<file path="src/rtl/mio_fe_pkg.sv">
package mio_fe_pkg;
  localparam int BYTE_W = 8;

  typedef enum logic [1:0] {LANE1 = 2'd0, LANE2 = 2'd1, LANE4 = 2'd2} lane_e;
  typedef enum logic [1:0] {PH_OP = 2'd0, PH_ADDR = 2'd1, PH_DATA = 2'd2} phase_e;

  typedef struct packed {
    logic  has_addr;
    logic  is_read;
    lane_e lanes;
  } cmd_t;

  localparam logic [7:0] OP_RD1 = 8'h03;
  localparam logic [7:0] OP_RD2 = 8'h3B;
  localparam logic [7:0] OP_RD4 = 8'h6B;
  localparam logic [7:0] OP_WR1 = 8'h02;
  localparam logic [7:0] OP_WR2 = 8'hA2;
  localparam logic [7:0] OP_WR4 = 8'h32;

  function automatic cmd_t decode_cmd(logic [7:0] op, logic qe);
    cmd_t c;
    c = '{has_addr: 1'b0, is_read: 1'b0, lanes: LANE1};
    case (op)
      OP_RD1: c = '{has_addr: 1'b1, is_read: 1'b1, lanes: LANE1};
      OP_RD2: c = '{has_addr: 1'b1, is_read: 1'b1, lanes: LANE2};
      OP_RD4: c = '{has_addr: 1'b1, is_read: 1'b1, lanes: qe ? LANE4 : LANE1};
      OP_WR1: c = '{has_addr: 1'b1, is_read: 1'b0, lanes: LANE1};
      OP_WR2: c = '{has_addr: 1'b1, is_read: 1'b0, lanes: LANE2};
      OP_WR4: c = '{has_addr: 1'b1, is_read: 1'b0, lanes: qe ? LANE4 : LANE1};
      default: ;
    endcase
    return c;
  endfunction
endpackage

</file>
<file path="src/rtl/mio_fe_sync.sv">
module mio_fe_sync #(
  parameter int          W       = 1,
  parameter int          STAGES  = 2,
  parameter logic [W-1:0] RST_VAL = '0
) (
  input  logic         clk_i,
  input  logic         rst_ni,
  input  logic [W-1:0] d_i,
  output logic [W-1:0] q_o
);
  logic [W-1:0] pipe [STAGES];

  for (genvar g = 0; g < STAGES; g++) begin : g_stage
    if (g == 0) begin : g_first
      always_ff @(posedge clk_i or negedge rst_ni)
        if (!rst_ni) pipe[g] <= RST_VAL;
        else         pipe[g] <= d_i;
    end else begin : g_next
      always_ff @(posedge clk_i or negedge rst_ni)
        if (!rst_ni) pipe[g] <= RST_VAL;
        else         pipe[g] <= pipe[g-1];
    end
  end

  assign q_o = pipe[STAGES-1];
endmodule

</file>
<file path="src/rtl/mio_fe_hold.sv">
module mio_fe_hold (
  input  logic clk_i,
  input  logic rst_ni,
  input  logic cs_ni,
  input  logic sck_i,
  input  logic hold_ni,
  input  logic qe_i,
  output logic hold_o
);
  // pause state may only change while SCK is low
  always_ff @(posedge clk_i or negedge rst_ni)
    if (!rst_ni)          hold_o <= 1'b0;
    else if (cs_ni | qe_i) hold_o <= 1'b0;
    else if (!sck_i)      hold_o <= !hold_ni;
endmodule

</file>
<file path="src/rtl/mio_fe_rx.sv">
module mio_fe_rx
  import mio_fe_pkg::*;
#(
  parameter int ADDR_W = 24
) (
  input  logic              clk_i,
  input  logic              rst_ni,
  input  logic              cs_ni,
  input  logic              qe_i,
  input  logic              rise_i,
  input  logic [3:0]        io_i,
  output logic [7:0]        op_o,
  output logic              op_valid_o,
  output logic [ADDR_W-1:0] addr_o,
  output logic              addr_valid_o,
  output logic [7:0]        wr_data_o,
  output logic              wr_valid_o,
  output logic              rd_phase_o,
  output lane_e             lanes_o,
  output logic              rd_start_o
);
  localparam int CNT_W = $clog2(ADDR_W);

  phase_e            phase_q;
  logic [CNT_W-1:0]  bit_cnt_q;
  logic [2:0]        grp_cnt_q;
  logic [7:0]        op_sh_q, in_sh_q;
  logic [ADDR_W-1:0] addr_sh_q;
  logic              is_read_q;
  logic [7:0]        op_nxt, in_nxt;
  logic [ADDR_W-1:0] addr_nxt;
  logic [2:0]        grp_last;
  cmd_t              cmd;

  always_comb begin
    op_nxt   = {op_sh_q[6:0], io_i[0]};
    addr_nxt = {addr_sh_q[ADDR_W-2:0], io_i[0]};
    cmd      = decode_cmd(op_nxt, qe_i);
    case (lanes_o)
      LANE2:   begin in_nxt = {in_sh_q[5:0], io_i[1:0]}; grp_last = 3'd3; end
      LANE4:   begin in_nxt = {in_sh_q[3:0], io_i[3:0]}; grp_last = 3'd1; end
      default: begin in_nxt = {in_sh_q[6:0], io_i[0]};   grp_last = 3'd7; end
    endcase
  end

  always_ff @(posedge clk_i or negedge rst_ni) begin
    if (!rst_ni) begin
      phase_q      <= PH_OP;
      bit_cnt_q    <= '0;
      grp_cnt_q    <= '0;
      op_sh_q      <= '0;
      in_sh_q      <= '0;
      addr_sh_q    <= '0;
      is_read_q    <= 1'b0;
      lanes_o      <= LANE1;
      op_o         <= '0;
      op_valid_o   <= 1'b0;
      addr_o       <= '0;
      addr_valid_o <= 1'b0;
      wr_data_o    <= '0;
      wr_valid_o   <= 1'b0;
      rd_start_o   <= 1'b0;
    end else begin
      op_valid_o   <= 1'b0;
      addr_valid_o <= 1'b0;
      wr_valid_o   <= 1'b0;
      rd_start_o   <= 1'b0;
      if (cs_ni) begin
        phase_q   <= PH_OP;
        bit_cnt_q <= '0;
        grp_cnt_q <= '0;
        is_read_q <= 1'b0;
        lanes_o   <= LANE1;
      end else if (rise_i) begin
        case (phase_q)
          PH_OP: begin
            op_sh_q <= op_nxt;
            if (bit_cnt_q == CNT_W'(7)) begin
              bit_cnt_q  <= '0;
              op_o       <= op_nxt;
              op_valid_o <= 1'b1;
              is_read_q  <= cmd.is_read;
              lanes_o    <= cmd.lanes;
              phase_q    <= cmd.has_addr ? PH_ADDR : PH_DATA;
            end else begin
              bit_cnt_q <= bit_cnt_q + 1'b1;
            end
          end
          PH_ADDR: begin
            addr_sh_q <= addr_nxt;
            if (bit_cnt_q == CNT_W'(ADDR_W-1)) begin
              bit_cnt_q    <= '0;
              addr_o       <= addr_nxt;
              addr_valid_o <= 1'b1;
              rd_start_o   <= is_read_q;
              phase_q      <= PH_DATA;
            end else begin
              bit_cnt_q <= bit_cnt_q + 1'b1;
            end
          end
          PH_DATA: begin
            if (!is_read_q) begin
              in_sh_q <= in_nxt;
              if (grp_cnt_q == grp_last) begin
                grp_cnt_q  <= '0;
                wr_data_o  <= in_nxt;
                wr_valid_o <= 1'b1;
              end else begin
                grp_cnt_q <= grp_cnt_q + 1'b1;
              end
            end
          end
          default: phase_q <= PH_OP;
        endcase
      end
    end
  end

  assign rd_phase_o = (phase_q == PH_DATA) && is_read_q;
endmodule

</file>
<file path="src/rtl/mio_fe_tx.sv">
module mio_fe_tx
  import mio_fe_pkg::*;
(
  input  logic       clk_i,
  input  logic       rst_ni,
  input  logic       cs_ni,
  input  logic       hold_i,
  input  logic       fall_i,
  input  logic       rd_phase_i,
  input  lane_e      lanes_i,
  input  logic       rd_start_i,
  input  logic [7:0] rd_data_i,
  output logic       rd_req_o,
  output logic [3:0] io_o,
  output logic [3:0] oe_o
);
  logic [7:0] out_sh_q, rd_buf_q, shifted;
  logic [2:0] slot_q, slot_last;
  logic       req_d_q, launch;
  logic [3:0] lane_mask;

  assign launch = fall_i && rd_phase_i;

  always_comb begin
    case (lanes_i)
      LANE2: begin
        shifted = {out_sh_q[5:0], 2'b00}; slot_last = 3'd3;
        io_o = {2'b00, out_sh_q[7:6]};     lane_mask = 4'b0011;
      end
      LANE4: begin
        shifted = {out_sh_q[3:0], 4'h0};  slot_last = 3'd1;
        io_o = out_sh_q[7:4];              lane_mask = 4'b1111;
      end
      default: begin
        shifted = {out_sh_q[6:0], 1'b0};  slot_last = 3'd7;
        io_o = {2'b00, out_sh_q[7], 1'b0}; lane_mask = 4'b0010;
      end
    endcase
    oe_o = (rd_phase_i && !hold_i && !cs_ni) ? lane_mask : 4'h0;
  end

  always_ff @(posedge clk_i or negedge rst_ni) begin
    if (!rst_ni) begin
      out_sh_q <= '0;
      rd_buf_q <= '0;
      slot_q   <= '0;
      rd_req_o <= 1'b0;
      req_d_q  <= 1'b0;
    end else begin
      // a load consumes the buffer and prefetches the following byte
      rd_req_o <= rd_start_i || (launch && slot_q == 3'd0);
      req_d_q  <= rd_req_o;
      if (req_d_q) rd_buf_q <= rd_data_i;
      if (cs_ni) begin
        slot_q <= '0;
      end else if (launch) begin
        out_sh_q <= (slot_q == 3'd0) ? rd_buf_q : shifted;
        slot_q   <= (slot_q == slot_last) ? 3'd0 : slot_q + 1'b1;
      end
    end
  end
endmodule

</file>
<file path="src/rtl/mio_flash_fe.sv">
module mio_flash_fe
  import mio_fe_pkg::*;
#(
  parameter int ADDR_W      = 24,
  parameter int SYNC_STAGES = 2
) (
  input  logic              clk_i,
  input  logic              rst_ni,
  input  logic              sck_i,
  input  logic              cs_ni,
  input  logic              hold_ni,
  input  logic              qe_i,
  input  logic [3:0]        io_i,
  output logic [3:0]        io_o,
  output logic [3:0]        io_oe_o,
  output logic [7:0]        op_o,
  output logic              op_valid_o,
  output logic [ADDR_W-1:0] addr_o,
  output logic              addr_valid_o,
  output logic [7:0]        wr_data_o,
  output logic              wr_valid_o,
  output logic              rd_req_o,
  input  logic [7:0]        rd_data_i
);
  localparam int SYNC_W = 7;

  logic [SYNC_W-1:0] pins_s;
  logic       sck_s, cs_s, hold_n_s, sck_q, hold_act;
  logic [3:0] io_s;
  logic       rise, fall, rd_phase, rd_start;
  lane_e      lanes;

  mio_fe_sync #(
    .W(SYNC_W), .STAGES(SYNC_STAGES), .RST_VAL(7'b0110000)
  ) u_sync (
    .clk_i(clk_i), .rst_ni(rst_ni),
    .d_i({sck_i, cs_ni, hold_ni, io_i}), .q_o(pins_s)
  );
  assign {sck_s, cs_s, hold_n_s, io_s} = pins_s;

  always_ff @(posedge clk_i or negedge rst_ni)
    if (!rst_ni) sck_q <= 1'b0;
    else         sck_q <= sck_s;

  mio_fe_hold u_hold (
    .clk_i(clk_i), .rst_ni(rst_ni), .cs_ni(cs_s), .sck_i(sck_s),
    .hold_ni(hold_n_s), .qe_i(qe_i), .hold_o(hold_act)
  );

  assign rise = sck_s && !sck_q && !cs_s && !hold_act;
  assign fall = !sck_s && sck_q && !cs_s && !hold_act;

  mio_fe_rx #(.ADDR_W(ADDR_W)) u_rx (
    .clk_i(clk_i), .rst_ni(rst_ni), .cs_ni(cs_s), .qe_i(qe_i),
    .rise_i(rise), .io_i(io_s),
    .op_o(op_o), .op_valid_o(op_valid_o),
    .addr_o(addr_o), .addr_valid_o(addr_valid_o),
    .wr_data_o(wr_data_o), .wr_valid_o(wr_valid_o),
    .rd_phase_o(rd_phase), .lanes_o(lanes), .rd_start_o(rd_start)
  );

  mio_fe_tx u_tx (
    .clk_i(clk_i), .rst_ni(rst_ni), .cs_ni(cs_s), .hold_i(hold_act),
    .fall_i(fall), .rd_phase_i(rd_phase), .lanes_i(lanes),
    .rd_start_i(rd_start), .rd_data_i(rd_data_i),
    .rd_req_o(rd_req_o), .io_o(io_o), .oe_o(io_oe_o)
  );
endmodule

</file>
<file path="config.mk">
export PLATFORM = sky130hd
export DESIGN_NAME = mio_flash_fe
export DESIGN_NICKNAME = d
export VERILOG_FILES = /design/src/rtl/mio_fe_pkg.sv /design/src/rtl/mio_fe_sync.sv /design/src/rtl/mio_fe_hold.sv /design/src/rtl/mio_fe_rx.sv /design/src/rtl/mio_fe_tx.sv /design/src/rtl/mio_flash_fe.sv
export SDC_FILE = /design/constraint.sdc
export NUM_CORES = 1
export LEC_CHECK = 0
export BUFFER_PORTS_ARGS = -buffer_cell sky130_fd_sc_hd__buf_2
export CORE_MARGIN = 2
export CORE_UTILIZATION = 45
export DETAILED_ROUTE_END_ITERATION = 7
export GPL_TIMING_DRIVEN = 0
export PLACE_DENSITY_LB_ADDON = 0.2
export SYNTH_ARGS = -nofsm -noshare
export SYNTH_HDL_FRONTEND = slang
export SYNTH_SLANG_ARGS = --single-unit
</file>
<file path="constraint.sdc">
create_clock -name clk_i -period 1.9 [get_ports clk_i]
set_clock_uncertainty 0.1 [all_clocks]
set_input_delay 0.38 -clock clk_i [delete_from_list [all_inputs] [get_ports clk_i]]
set_output_delay 0.38 -clock clk_i [all_outputs]
set_load 0.02 [all_outputs]
</file>
==> summary.txt <==
Run status
  • Status: finished with violations
  • Failing checks: negative setup slack

Logic synthesis
  • Adder and majority cell fraction of the synthesized area: 1.59%
  • Basic-gate share of the synthesized area counting and, or, nand and nor cells: 9.72%
  • Most used flip-flop cell after synthesis: sky130_fd_sc_hd__dfrtp_1
  • Number of synthesized flops with an enable pin: 0
  • Count of yosys warnings during synthesis: 0
  • Mux cell area share after synthesis: 17.5%
  • Synth Net Count: 457
  • Post-synthesis cell area: 5510 sq um
  • Gate count of the mapped netlist: roughly 430
  • Netlist cell types: 46
  • Post-synthesis xor/xnor area fraction: 1.43%
  • Complex-gate fraction of the synthesized area: 7.36%
  • Largest family of logic cells by synthesized area: multiplexers
  • Sequential share of the synthesized area: 59.6%
  • Average instance area after synthesis: between 10 and 15 sq um
  • Post-synthesis async set-or-reset flop share: between 90% and 100%
  • Number of register bits inferred by synthesis: 131

Layout
  • Final Util: a little over three fifths
  • Area occupied by multi-input gates: 2350 sq um
  • Fraction of final layout cells with drive strength greater than 1: 50.4%
  • Most common cell after layout, fill and taps aside: sky130_fd_sc_hd__dfrtp_1
  • Post-route cell area: 7540 sq um
  • Area Overhead vs Synth: 36.9%
  • Final antenna diode count: 0
  • Footprint of the flip-flops and latches: 3290 sq um
  • Total Nets Final: ~600
  • Number of filler instances in the final layout: 961
  • Top library cells by usage in the layout, fill and taps aside: 122 x sky130_fd_sc_hd__dfrtp_1, 77 x sky130_fd_sc_hd__mux2_2, 61 x sky130_fd_sc_hd__buf_2
  • Number of cells in the finished layout apart from fillers: slightly above 700

Worst setup path
  • Highest-delay cell along the critical path: sky130_fd_sc_hd__dfrtp_2
  • Worst r2r path cells: 8
  • Required arrival time at the worst endpoint: 1.42 ns
  • Critical path endpoint category: output pin
  • Sum of buffers and inverters on the critical path: 3
  • Crit path cell chain: ha_4, buf_8, clkbuf_16, o21ai_4, o21ai_2, buf_6
  • R2r endpoint: u_rx.wr_data_o[3]$_DFFE_PN0P_
  • Setup slack, reg-to-reg: -0.11 ns
  • Kind of cell adding the most delay to the critical path: flip-flops
  • Data arrival time of the critical path: 1.74 ns
  • Number of logic stages on the critical path including buffering: 6
  • Crit path capture: io_o[1]
  • Worst Path Class, Setup: reg2out
  • Worst Setup SP: u_rx.lanes_o[1]$_DFFE_PN0P_
  • Critical Path Source Type: flop
  • Worst r2r src: u_rx.lanes_o[1]$_DFFE_PN0P_
  • Largest stage delay on the critical path: about 0.45 ns
  • Worst Path Max Fanout: 6

Floorplanning
  • Height of the die: 115 um
  • Initial Util: 46.1%
  • DIE AREA: 13100 sq um
  • Cell row count: 40
  • Core region area: 12000 sq um
  • Horizontal die dimension: 115 um
  • Number of ports placed on the die boundary: 70

Place
  • PortBufs: 69
  • Placed insts: 649
  • Worst slack at placement: -0.560 ns
  • HPWL after detailed placement: approximately 7500 um
  • Routability congestion estimate: 0.809
  • Dpl cell area: 6150 sq um

Clocking
  • Clock transition time at the flip-flop clock pins of the worst setup and hold paths: 0.05 ns
  • Total number of H-tree levels: 4
  • Clock root buffer: sky130_fd_sc_hd__clkbuf_16
  • Later-pin clock latency in the skew report: 0.42 ns
  • Buffer levels on the longest clock path: 2
  • Clock sinks: 131
  • TritonCTS clock tree: yes
  • Number of CTS-inserted buffers: 17

Power
  • Worst-case vdd ir drop: roughly 0.62 mV
  • Static leakage: about 3.7 nW
  • Total power density per cell area: 873 nW/um^2
  • Power after layout: 6.59 mW

Detailed routing
  • DRT Wirelength: 12300 um
  • Total via count in the routed design: 3821
  • Count of antenna-violating nets left after detailed routing: 0
  • Drt pass-1 iters: 4
  • Number of violations reported at the end of detailed-routing iteration 0: 202
  • Residual DRC: 0
  • Via-to-Cell Ratio: roughly 5.3
  • Final routed wire length divided by cell count: roughly 17 um

Timing
  • Min Tclk post-route: 2.22 ns
  • Worst slew margin relative to its limit: 60.5%
  • Final period util: 117%
  • Actual transition at the worst max-transition pin: 0.592 ns
  • Worst-case hold slack: 0.0615 ns
  • Setup TNS: -2.72 ns
  • Setup Viol. Count Final: 62
  • Highest clock rate: 451 MHz
  • Count of pins over their slew limit: 0
  • Hold violation total from the final report: 0
  • Final setup margin: -0.316 ns
  • Unrepaired setup endpoints after global routing: true

Hold path
  • HP Class: in2reg

Global routing
  • Wire length of the first global-routing pass: 19800 um
  • Via count of the first global-routing pass: 4032
  • All-Layer GR Usage: 19.8%
  • Pin count of the biggest net entering global routing: 86
  • Initial antenna violation count: 0
  • Leftover overflow at the end of global routing: 0

Flow run
  • Reported max-cap violation count: 0
cell usage after synthesis (2+ instances only):
cell type / n / share of area (%)
sky130_fd_sc_hd__o31ai_1: 2 / 0.27
sky130_fd_sc_hd__inv_1: 10 / 0.68
sky130_fd_sc_hd__nor3_1: 11 / 1.0
sky130_fd_sc_hd__mux2i_1: 2 / 0.36
sky130_fd_sc_hd__nand4b_1: 2 / 0.32
sky130_fd_sc_hd__nand2_1: 19 / 1.3
sky130_fd_sc_hd__dfstp_2: 4 / 1.9
sky130_fd_sc_hd__dfrtp_1: 127 / 58
sky130_fd_sc_hd__and4b_1: 3 / 0.54
sky130_fd_sc_hd__nor2b_1: 8 / 0.91
sky130_fd_sc_hd__a21oi_1: 17 / 1.5
sky130_fd_sc_hd__buf_1: 2 / 0.14
sky130_fd_sc_hd__nor3b_1: 2 / 0.27
sky130_fd_sc_hd__xnor2_1: 4 / 0.64
sky130_fd_sc_hd__nor4_1: 2 / 0.23
sky130_fd_sc_hd__ha_1: 7 / 1.6
sky130_fd_sc_hd__a31o_2: 2 / 0.32
sky130_fd_sc_hd__nor2_1: 14 / 0.95
sky130_fd_sc_hd__a31oi_1: 4 / 0.45
sky130_fd_sc_hd__a22oi_1: 9 / 1.2
sky130_fd_sc_hd__xor2_1: 5 / 0.79
sky130_fd_sc_hd__and2_1: 4 / 0.45
sky130_fd_sc_hd__or3_1: 4 / 0.45
sky130_fd_sc_hd__mux2_2: 84 / 17
sky130_fd_sc_hd__nand3_1: 10 / 0.91
sky130_fd_sc_hd__buf_2: 2 / 0.18
sky130_fd_sc_hd__nand3b_1: 4 / 0.54
sky130_fd_sc_hd__o21ai_0: 20 / 1.8
sky130_fd_sc_hd__clkbuf_1: 23 / 1.6
sky130_fd_sc_hd__nand2b_1: 4 / 0.45
sky130_fd_sc_hd__a221oi_1: 4 / 0.64
sky130_fd_sc_hd__nor4b_1: 3 / 0.48
kinds of logic after synthesis:
kind of cell,Yosys count
multiplexers,86
adder cells (fa/ha/maj),7
AND/OR/NAND/NOR,95
AO/OA/AOI/OAI,65
XOR/XNOR,9
buffers and inverters,39
flip-flops,131
worst min path at each step:
stage,depth (start not counted),from,to
after floorplan,0,rst_ni,sck_q$_DFF_PN0_
after global placement,0,u_sync.pipe[13]$_DFF_PN0_,u_sync.q_o[6]$_DFF_PN0_
after detailed placement,1,rst_ni,u_rx.op_o[7]$_DFFE_PN0P_
after CTS,2,qe_i,u_hold.hold_o$_DFFE_PN0P_
after global routing,2,qe_i,u_hold.hold_o$_DFFE_PN0P_
final,2,qe_i,u_hold.hold_o$_DFFE_PN0P_
repair_timing:
action	4_1_cts	5_1_grt
hold buffers	8	0
cloned	1	1
pin swaps	10	14
setup endpoints to repair	107	96
setup buffers	26	14
hold endpoints to repair	50	0
gates resized for setup	63	56
flip-flops by register name (all words and copies together) (netlist names), 2 cells and up:
| signal | flops |
|---|---|
| u_sync.q_o | 7 |
| u_rx.op_sh_q | 7 |
| u_tx.slot_q | 3 |
| u_tx.out_sh_q | 8 |
| u_rx.phase_q | 2 |
| u_rx.addr_sh_q | 23 |
| u_rx.addr_o | 24 |
| u_rx.wr_data_o | 8 |
| u_rx.lanes_o | 2 |
| u_tx.rd_buf_q | 8 |
| u_sync.pipe | 7 |
| u_rx.bit_cnt_q | 5 |
| u_rx.grp_cnt_q | 3 |
| u_rx.in_sh_q | 7 |
| u_rx.op_o | 8 |
cell type report:
class | count | area share [%]
Buffer | 22 | 3.03
Multi-Input combinational cell | 262 | 31.2
Clock buffer | 23 | 6.33
Timing Repair Buffer | 119 | 11.6
Sequential cell | 131 | 43.6
Tap cell | 147 | 2.44
Clock inverter | 8 | 1.36
Inverter | 10 | 0.498
routing by layer:
metal / vias up / GRT usage [%] / routed length (um)
li1: 1803 / - / -
met2: 91 / 31.6 / 6120
met3: 25 / 7.31 / 677
met5: - / 0 / 0
met4: 0 / 9.67 / 253
met1: 1902 / 23.9 / 5230
report_power, final:
group | switching, mW | internal (mW)
clock | 1.15 | 2.02
sequential | 0.0698 | 2.87
combinational | 0.279 | 0.192
total | 1.50 | 5.09
Power figures use the tool's default switching activity.
